$ cat config.mk
export PLATFORM = sky130hd
export DESIGN_NAME = sdf_data_fifo
export DESIGN_NICKNAME = d
export VERILOG_FILES = /design/src/rtl/sdf_pkg.sv /design/src/rtl/sdf_store.sv /design/src/rtl/sdf_level.sv /design/src/rtl/sdf_blkcnt.sv /design/src/rtl/sdf_data_fifo.sv
export SDC_FILE = /design/constraint.sdc
export NUM_CORES = 1
export LEC_CHECK = 0
export BUFFER_PORTS_ARGS = -buffer_cell sky130_fd_sc_hd__buf_2
export CAP_MARGIN = 0
export CORE_ASPECT_RATIO = 1.2
export CORE_MARGIN = 2
export CORE_UTILIZATION = 40
export CTS_BUF_LIST = sky130_fd_sc_hd__clkbuf_8
export DETAILED_ROUTE_END_ITERATION = 10
export MAX_ROUTING_LAYER = met4
export SLEW_MARGIN = 20
export SYNTH_ARGS = -nofsm -noshare
export SYNTH_HDL_FRONTEND = slang
export SYNTH_SLANG_ARGS = --single-unit
$ cat constraint.sdc
create_clock -name clk -period 6.6 [get_ports clk]
set_clock_uncertainty 0.1 [all_clocks]
set_input_delay 0.66 -clock clk [delete_from_list [all_inputs] [get_ports clk]]
set_output_delay 0.66 -clock clk [all_outputs]
set_load 0.005 [all_outputs]
$ cat src/rtl/sdf_pkg.sv
package sdf_pkg;
  localparam int WORD_W         = 32;
  localparam int FIELD_W        = 5;
  localparam int FILL_LSB       = 4;
  localparam int WTHR_LSB       = 9;
  localparam int RTHR_LSB       = 14;
  localparam int ST_DATA        = 0;
  localparam int ST_FERR        = 3;
  localparam int ST_BLK         = 9;
  localparam int BYTES_PER_WORD = 4;
  localparam logic [FIELD_W-1:0] THR_RESET = 5'd4;
endpackage

$ cat src/rtl/sdf_store.sv
module sdf_store #(
  parameter int DW    = 32,
  parameter int DEPTH = 16,
  localparam int AW   = $clog2(DEPTH),
  localparam int CW   = AW + 1
) (
  input  logic          clk,
  input  logic          rst_n,
  input  logic          push,
  input  logic [DW-1:0] push_data,
  input  logic          pop,
  output logic [DW-1:0] head,
  output logic          empty,
  output logic          full,
  output logic [CW-1:0] fill
);
  logic [DW-1:0] mem [DEPTH];
  logic [CW-1:0] wptr, rptr;

  always_ff @(posedge clk or negedge rst_n) begin
    if (!rst_n) begin
      wptr <= '0;
      rptr <= '0;
    end else begin
      if (push) wptr <= wptr + 1'b1;
      if (pop)  rptr <= rptr + 1'b1;
    end
  end

  always_ff @(posedge clk) begin
    if (push) mem[wptr[AW-1:0]] <= push_data;
  end

  assign fill  = wptr - rptr;
  assign empty = (wptr == rptr);
  assign full  = (wptr[AW-1:0] == rptr[AW-1:0]) && (wptr[AW] != rptr[AW]);
  assign head  = mem[rptr[AW-1:0]];
endmodule

$ cat src/rtl/sdf_level.sv
module sdf_level #(
  parameter int DEPTH = 16,
  parameter int FW    = 5,
  parameter int CW    = 5,
  localparam int XW   = ((FW > CW) ? FW : CW) + 1
) (
  input  logic [CW-1:0] fill,
  input  logic [FW-1:0] rthr,
  input  logic [FW-1:0] wthr,
  output logic          rd_ready,
  output logic          wr_ready
);
  logic [XW-1:0] fill_x, free_x, rthr_x, wthr_x;

  always_comb begin
    fill_x   = XW'(fill);
    free_x   = XW'(DEPTH) - fill_x;
    rthr_x   = XW'(rthr);
    wthr_x   = XW'(wthr);
    rd_ready = (fill_x >= rthr_x);
    wr_ready = (free_x >= wthr_x);
  end
endmodule

$ cat src/rtl/sdf_blkcnt.sv
module sdf_blkcnt #(
  parameter int BCW  = 16,
  parameter int BLKW = 9,
  parameter int STEP = 4
) (
  input  logic            clk,
  input  logic            rst_n,
  input  logic            load,
  input  logic [BCW-1:0]  load_bytes,
  input  logic [BLKW-1:0] load_blocks,
  input  logic            word_fire,
  output logic [BLKW-1:0] left,
  output logic            blk_done
);
  logic [BCW-1:0] acc, size_q;
  logic [BCW:0]   acc_next;
  logic           active, hit;

  always_comb begin
    acc_next = {1'b0, acc} + (BCW+1)'(STEP);
    hit      = (acc_next >= {1'b0, size_q});
    active   = (left != '0);
    blk_done = !load && word_fire && active && hit;
  end

  always_ff @(posedge clk or negedge rst_n) begin
    if (!rst_n) begin
      acc    <= '0;
      size_q <= '0;
      left   <= '0;
    end else if (load) begin
      acc    <= '0;
      size_q <= load_bytes;
      left   <= load_blocks;
    end else if (word_fire && active) begin
      if (hit) begin
        acc  <= '0;
        left <= left - 1'b1;
      end else begin
        acc  <= acc_next[BCW-1:0];
      end
    end
  end
endmodule

$ cat src/rtl/sdf_data_fifo.sv
module sdf_data_fifo
  import sdf_pkg::*;
#(
  parameter int DEPTH = 16,
  parameter int BCW   = 16,
  parameter int BLKW  = 9,
  localparam int CW   = $clog2(DEPTH) + 1
) (
  input  logic            clk,
  input  logic            rst_n,
  input  logic            dir_rd,
  input  logic            reg_wr,
  input  logic [31:0]     reg_wdata,
  input  logic            reg_rd,
  output logic [31:0]     reg_rdata,
  input  logic            ln_in_valid,
  output logic            ln_in_ready,
  input  logic [31:0]     ln_in_data,
  output logic            ln_out_valid,
  input  logic            ln_out_ready,
  output logic [31:0]     ln_out_data,
  input  logic            cfg_wr,
  input  logic [31:0]     cfg_wdata,
  output logic [31:0]     mode_rdata,
  output logic            rd_ready,
  output logic            wr_ready,
  input  logic            stat_clr_wr,
  input  logic [31:0]     stat_clr_data,
  output logic [31:0]     stat_rdata,
  input  logic            cnt_load,
  input  logic [BCW-1:0]  cnt_bytes,
  input  logic [BLKW-1:0] cnt_blocks,
  output logic [BLKW-1:0] blocks_left,
  output logic            xfer_done
);
  logic [WORD_W-1:0]  head, push_data;
  logic               empty, full, push, pop;
  logic [CW-1:0]      fill;
  logic               reg_push_req, reg_pop_req, in_fire, out_fire;
  logic               ferr_set, blk_set, ferr_q, blk_q;
  logic [FIELD_W-1:0] rthr_q, wthr_q;

  // Direction steering: each direction has exactly one push and one pop source.
  always_comb begin
    reg_push_req = reg_wr && !dir_rd;
    reg_pop_req  = reg_rd && dir_rd;
    ln_in_ready  = dir_rd && !full;
    ln_out_valid = !dir_rd && !empty;
    in_fire      = ln_in_valid && ln_in_ready;
    out_fire     = ln_out_valid && ln_out_ready;
    push         = dir_rd ? in_fire : (reg_push_req && !full);
    push_data    = dir_rd ? ln_in_data : reg_wdata;
    pop          = dir_rd ? (reg_pop_req && !empty) : out_fire;
    ferr_set     = (reg_pop_req && empty) || (reg_push_req && full);
    reg_rdata    = (dir_rd && !empty) ? head : '0;
    ln_out_data  = head;
  end

  sdf_store #(.DW(WORD_W), .DEPTH(DEPTH)) store_i (
    .clk(clk), .rst_n(rst_n), .push(push), .push_data(push_data),
    .pop(pop), .head(head), .empty(empty), .full(full), .fill(fill)
  );

  sdf_level #(.DEPTH(DEPTH), .FW(FIELD_W), .CW(CW)) level_i (
    .fill(fill), .rthr(rthr_q), .wthr(wthr_q),
    .rd_ready(rd_ready), .wr_ready(wr_ready)
  );

  sdf_blkcnt #(.BCW(BCW), .BLKW(BLKW), .STEP(BYTES_PER_WORD)) blkcnt_i (
    .clk(clk), .rst_n(rst_n), .load(cnt_load), .load_bytes(cnt_bytes),
    .load_blocks(cnt_blocks), .word_fire(in_fire || out_fire),
    .left(blocks_left), .blk_done(blk_set)
  );

  always_ff @(posedge clk or negedge rst_n) begin
    if (!rst_n) begin
      rthr_q <= THR_RESET;
      wthr_q <= THR_RESET;
    end else if (cfg_wr) begin
      rthr_q <= cfg_wdata[RTHR_LSB +: FIELD_W];
      wthr_q <= cfg_wdata[WTHR_LSB +: FIELD_W];
    end
  end

  // Sticky flags: a set in the same cycle wins over a clear.
  always_ff @(posedge clk or negedge rst_n) begin
    if (!rst_n) begin
      ferr_q <= 1'b0;
      blk_q  <= 1'b0;
    end else begin
      ferr_q <= (ferr_q && !(stat_clr_wr && stat_clr_data[ST_FERR])) || ferr_set;
      blk_q  <= (blk_q  && !(stat_clr_wr && stat_clr_data[ST_BLK]))  || blk_set;
    end
  end

  always_comb begin
    mode_rdata = '0;
    mode_rdata[FILL_LSB +: FIELD_W] = FIELD_W'(fill);
    mode_rdata[WTHR_LSB +: FIELD_W] = wthr_q;
    mode_rdata[RTHR_LSB +: FIELD_W] = rthr_q;
    stat_rdata = '0;
    stat_rdata[ST_DATA] = !empty;
    stat_rdata[ST_FERR] = ferr_q;
    stat_rdata[ST_BLK]  = blk_q;
    xfer_done = (blocks_left == '0);
  end
endmodule

Word-level counts from Yosys, hierarchy flattened
Memories as Yosys holds them, arrays and structs flattened.
Index checks and enable logic that the tools add are counted.
{"block": "op_classes", "muxes": 12, "n_reduce_logical": 35, "n_eq_ne": 3, "add_sub_neg": 6, "magnitude_cmp": 3}
{"operator": "$mux W32", "n": 2}
{"operator": "$mux W16", "n": 3}
{"operator": "$mux W9", "n": 3}
{"operator": "$logic_and A1 B1 Y1", "n": 20}
{"operator": "$add A16 B3 Y17 const B", "n": 1}
{"operator": "$ge A17 B16 Y1", "n": 1}
{"operator": "$add A5 B1 Y5 const B", "n": 2}
{"operator": "$logic_not A9 Y1", "n": 1}
{"operator": "$reduce_bool A9 Y1", "n": 1}
{"operator": "$sub A9 B1 Y9 const B", "n": 1}
{"operator": "$ge A6 B5 Y1", "n": 1}
{"operator": "$logic_not A1 Y1", "n": 6}
{"operator": "$sub A5 B5 Y6 const A", "n": 1}
{"operator": "$eq A5 B5 Y1", "n": 1}
{"operator": "$ge A5 B5 Y1", "n": 1}
{"operator": "$sub A5 B5 Y5", "n": 1}
{"operator": "$eq A4 B4 Y1", "n": 1}
{"operator": "$logic_or A1 B1 Y1", "n": 4}
{"operator": "$mux W1", "n": 4}
{"operator": "$reduce_bool A2 Y1", "n": 2}
{"operator": "$reduce_and A2 Y1", "n": 1}
{"operator": "$ne A1 B1 Y1", "n": 1}
{"block": "totals", "ram_bits": 512, "register_bits": 63, "memories": 1, "elab_cells": 69, "inputBits": 163}
{"name": "store_i.mem", "words": 16, "width": 32, "rd": 1, "rd_clocked_by_memory_dff": 0, "write_ports": 1, "line_no": "sdf_store.sv:17", "text": "logic [DW-1:0] mem [DEPTH];"}

Longest topological paths before layout
{"block": "logic_depth", "word_depth": 10, "depth_mapped": 13}

By module
From an unflattened synthesis, not the netlist that was laid out.
{"block": "hier_totals", "hier_cells": 1405, "hier_area_um2": 24433.4}
{"mod": "sdf_store", "area_per_inst_um2": 20176.9, "n_inst": 1, "cells_each": 936}
{"mod": "sdf_blkcnt", "area_per_inst_um2": 2459.9, "n_inst": 1, "cells_each": 269}
{"mod": "sdf_data_fifo", "area_per_inst_um2": 1505.2, "n_inst": 1, "cells_each": 161}
{"mod": "sdf_level", "area_per_inst_um2": 291.5, "n_inst": 1, "cells_each": 39}

Least setup slack after synthesis
Ideal clock, no wire load.
{"block": "synth_path", "kind": "register to register", "startpoint": "register store_i.rptr[1]", "endpoint": "memory store_i.mem[0][0] (enable)", "stages_incl_launch_ff": 10, "arrival_time_ps": 3320, "path_slack_ps": 2788, "path_buffers": 3, "setup_time_ps": 392, "path_cell_list": "dfrtp_1 -> clkbuf_1 -> clkbuf_1 -> inv_1 -> ha_1 -> and4_1 -> clkbuf_1 -> a22oi_1 -> nor3b_1 -> and2_1"}
{"block": "synth_via", "elab_chain_cells": 8, "elab_cells_between_ends": 9, "cone_classes": "eq/ne (1); mux (3); reduce/logical (5)"}
{"item": "from (decl)", "line_no": "sdf_store.sv:18", "text": "logic [CW-1:0] wptr, rptr;"}
{"item": "from (signal assigned)", "line_no": "sdf_store.sv:26", "text": "if (pop) rptr <= rptr + 1'b1;"}
{"item": "$eq A4 B4 Y1 (*)", "line_no": "sdf_store.sv:36", "text": "assign full = (wptr[AW-1:0] == rptr[AW-1:0]) && (wptr[AW] != rptr[AW]);"}
{"item": "$logic_and A1 B1 Y1 (*)", "line_no": "sdf_store.sv:36"}
{"item": "$logic_not A1 Y1 (*)", "line_no": "sdf_data_fifo.sv:47, sdf_data_fifo.sv:51"}
{"item": "$logic_and A1 B1 Y1", "line_no": "sdf_data_fifo.sv:47", "text": "ln_in_ready = dir_rd && !full;"}
{"item": "$logic_and A1 B1 Y1", "line_no": "sdf_data_fifo.sv:49", "text": "in_fire = ln_in_valid && ln_in_ready;"}
{"item": "$mux W1 (*)", "line_no": "sdf_data_fifo.sv:51", "text": "push = dir_rd ? in_fire : (reg_push_req && !full);"}
{"item": "$mux W1 (*)", "line_no": "sdf_store.sv:31", "text": "if (push) mem[wptr[AW-1:0]] <= push_data;"}
{"item": "$mux W1 (implied by the code) (*)", "line_no": "sdf_store.sv:31"}
{"item": "to (decl)", "line_no": "sdf_store.sv:17"}
Every way passes the cells marked *; elsewhere a longest branch is shown, timed or not.

Worst setup path after layout
{"block": "layout_path", "startpoint": "register store_i.rptr[0]", "endpoint": "output port reg_rdata[26]"}
{"block": "layout_via", "elab_chain_cells": 4, "elab_cells_between_ends": 5, "cone_classes": "eq/ne (1); mux (1); reduce/logical (2); memory (1)"}
{"item": "parallel branches: the longest is 3 deep, another holds $mem_v2 Z16 W32"}
{"item": "$mux W32 (*)", "line_no": "sdf_data_fifo.sv:55", "text": "reg_rdata = (dir_rd && !empty) ? head : '0;"}
{"item": "to (decl)", "line_no": "sdf_data_fifo.sv:15", "text": "output logic [31:0] reg_rdata,"}
Mark *: on every way between the ends.

==> out/qor.yml <==
fin_area_mm2: 0.0276
synth_area_per_cell_um2: 19.1
wl_per_cell_um: 22.6
final_cells: 2400
cts_buffer_depth: 3
grt_max_degree: 62
worstReg2RegStart: "store_i.rptr[2]$_DFFE_PN0P_"
yosys_warnings: 0
crit_end: "reg_rdata[26]"
grt_antenna_before_repair: 2
period_share: 0.750
synth_compound_area_frac: 0.0242
synthSimpleGateAreaFrac: 0.0439
syn_inst: 1268
wl_um: 54300
period_needed_ps: 4950
vias: 12500
gr-total-overflow: 0
area.growth.synth_to_final_pct: 13.8
cts_setup_buffers: 0
synth_top_family_by_area: "multiplexers"
tightest_slew_ps: 1100
io_pins: 305
synth_xor_xnor_area_share: 0.0109
setup_viol: 0
drc: 0
synth-adder-area-share: 0.0199
die_y_um: 273
dp_hpwl_um: 30900
cts.sinks: 573
critPathKind: "flip-flop to output port"
place_ws_ps: 2210
ir_worst_vdd_mv: 0.256
synthFlopType: "edfxtp_1"
min_path_type: "input pin to async pin"
die_w_um: 229
clock-root-buffer: "clkbuf_8"
status: "complete, no violations"
hold_viol: 0
clkTransAtPathRegs_ps: 60
max_cap_viol_count: 0
r2r_end: "store_i.mem[15][28]$_DFFE_PP_"
leakagePower_nw: 9.91
yosysUniqueCellTypes: 60
required_ps: 5840
worstSetupEndpointType: "output port"
synth_mux_area_frac: 0.166
max-slew-margin-rel: 0.269
start_util: 0.405
slew_violations: 0
first_iter_violations: 1142
coreArea_mm2: 0.0597
synth_edf_count: 512
place_congestion: 0.800
grt_pass1_wl_um: 80500
r2r_slack_ps: 2340
cts_max_level: 3
nNetsFinal: 1728
rsz0062_at_grt: "false"
startpoint: "store_i.rptr[0]$_DFFE_PN0P_"
clk_latency_ps: 670
tns_ps: 0
synth.yosys.seq_area_share: 0.698
worst_r2r_path_depth: 8
io_buffers: 206
worstPathMaxFanout: 31
synth_seq_cells: 573
dp_cells: 2234
fmax_mhz: 202
avgViaCountPerCell: 5.19
cts_tree: "done"
post_cts_resized: 0
startpoint_type: "flip-flop"
final_core_util: 0.461
grt_pass1_vias: 12900
synth_area_mm2: 0.0242
hold_buffers: 0
cp.arrival_ps: 4190
row_count: 98
post_dp_cell_area_mm2: 0.0259
drt_first_pass_iters: 5
drive_gt1_frac: 0.363
ant_nets: 0
p_per_area_mw_per_mm2: 396
numCtsBuffers: 91
grt_use_total: 0.179
async_flop_share: 0.106
fin_ws_ps: 1650
die_area_mm2: 0.0625
[kinds of logic after synthesis]
group,count (synthesis)
flip-flops,573
multiplexers,197
AND/OR/NAND/NOR,192
buffers and inverters,154
AO/OA/AOI/OAI,83
adder cells (fa/ha/maj),38
XOR/XNOR,30
other,1
[through the flow]
| stage | power [mW] | hold slack [ps] |
|---|---|---|
| global route | 11.5 | 66.9 |
| finish | 10.9 | 63.6 |
| CTS | 11.1 | 18.5 |
| floorplan | 7.05 | 264 |
| detailed placement | 8.33 | 390 |
| global placement | 8.29 | 380 |
[flip-flops by register name (all words and copies together) (netlist names), 5 cells and up]
register / count
blkcnt_i.acc: 14
blkcnt_i.left: 9
blkcnt_i.size_q: 16
rthr_q: 5
store_i.mem: 512
store_i.rptr: 5
store_i.wptr: 5
wthr_q: 5
[cell usage in the layout (no fill, tap or decap), types with 4 or more instances in the layout]
cell,Yosys,routed
edfxtp_1,512,512
buf_2,5,205
mux4_2,160,160
clkbuf_8,0,92
inv_1,41,77
nand2_1,59,59
dfrtp_1,59,56
conb_1,1,46
mux2_2,37,37
ha_1,37,37
and3_1,34,34
o21ai_0,30,30
buf_4,49,26
clkinv_1,1,23
xor2_1,16,16
and2_2,0,16
nor2_1,15,15
a21oi_1,15,15
xnor2_1,14,14
nand4_1,10,10
nand3_1,10,10
a21oi_2,9,9
a21o_1,8,8
nand2b_1,8,8
clkinv_2,0,7
or3b_1,5,5
nor3_1,4,4
or3_1,4,4
[cell usage after synthesis, drive strengths merged (10+ instances only)]
library cell    n  share of area
edfxtp        512           0.64
mux4          160           0.15
buf            82          0.026
dfrtp          59          0.061
nand2          59         0.0091
inv            42         0.0065
ha             37          0.019
mux2           37          0.017
and3           34         0.0088
o21ai          31         0.0069
clkbuf         29         0.0045
a21oi          24         0.0064
and2           19         0.0049
xor2           16         0.0058
nor2           15         0.0023
xnor2          14         0.0051
nand3          12         0.0029
nand4          10         0.0026
[worst min-delay path by stage]
stage	end	slack, ps
2_1_floorplan	blk_q$_DFF_PN0_	260
3_3_place_gp	ferr_q$_DFF_PN0_	380
3_5_place_dp	blk_q$_DFF_PN0_	390
4_1_cts	wthr_q[3]$_DFFE_PN0P_	20
5_1_grt	wthr_q[1]$_DFFE_PN0P_	70
6_report	wthr_q[3]$_DFFE_PN0P_	60
[report_power, final]
| part | internal [mW] | switching [mW] | leakage [nW] | total, mW |
|---|---|---|---|---|
| registers | 4.33 | 0.174 | 5.38 | 4.51 |
| clock network | 1.35 | 1.39 | 0.966 | 2.74 |
| logic | 1.77 | 1.88 | 3.57 | 3.65 |
| total | 7.46 | 3.45 | 9.91 | 10.9 |
[critical path, stage by stage (launching register included)]
cell and delay (ps):
dfrtp_4 760, buf_4 590, buf_4 650, mux4_2 590, mux4_2 560, and3_1 190
buf_2 120
[cell type report]
class                           instances  area, µm²
Fill cell                            5163      32200
Sequential cell                       573      16900
Multi-Input combinational cell        586       6610
Clock buffer                           92       1270
Timing Repair Buffer                  232       1230
Tap cell                              800       1000
Clock inverter                         73        373
Inverter                               43        161
Antenna cell                            1       2.50
[per-layer routing]
layer,vias up,track usage,part of all wire
met5,-,-,0
met4,0,0.0623,0.023
met3,90,0.0289,0.048
met2,367,0.297,0.51
met1,6490,0.226,0.42
li1,5505,-,-
No activity file was read; power rests on OpenSTA's default activity.
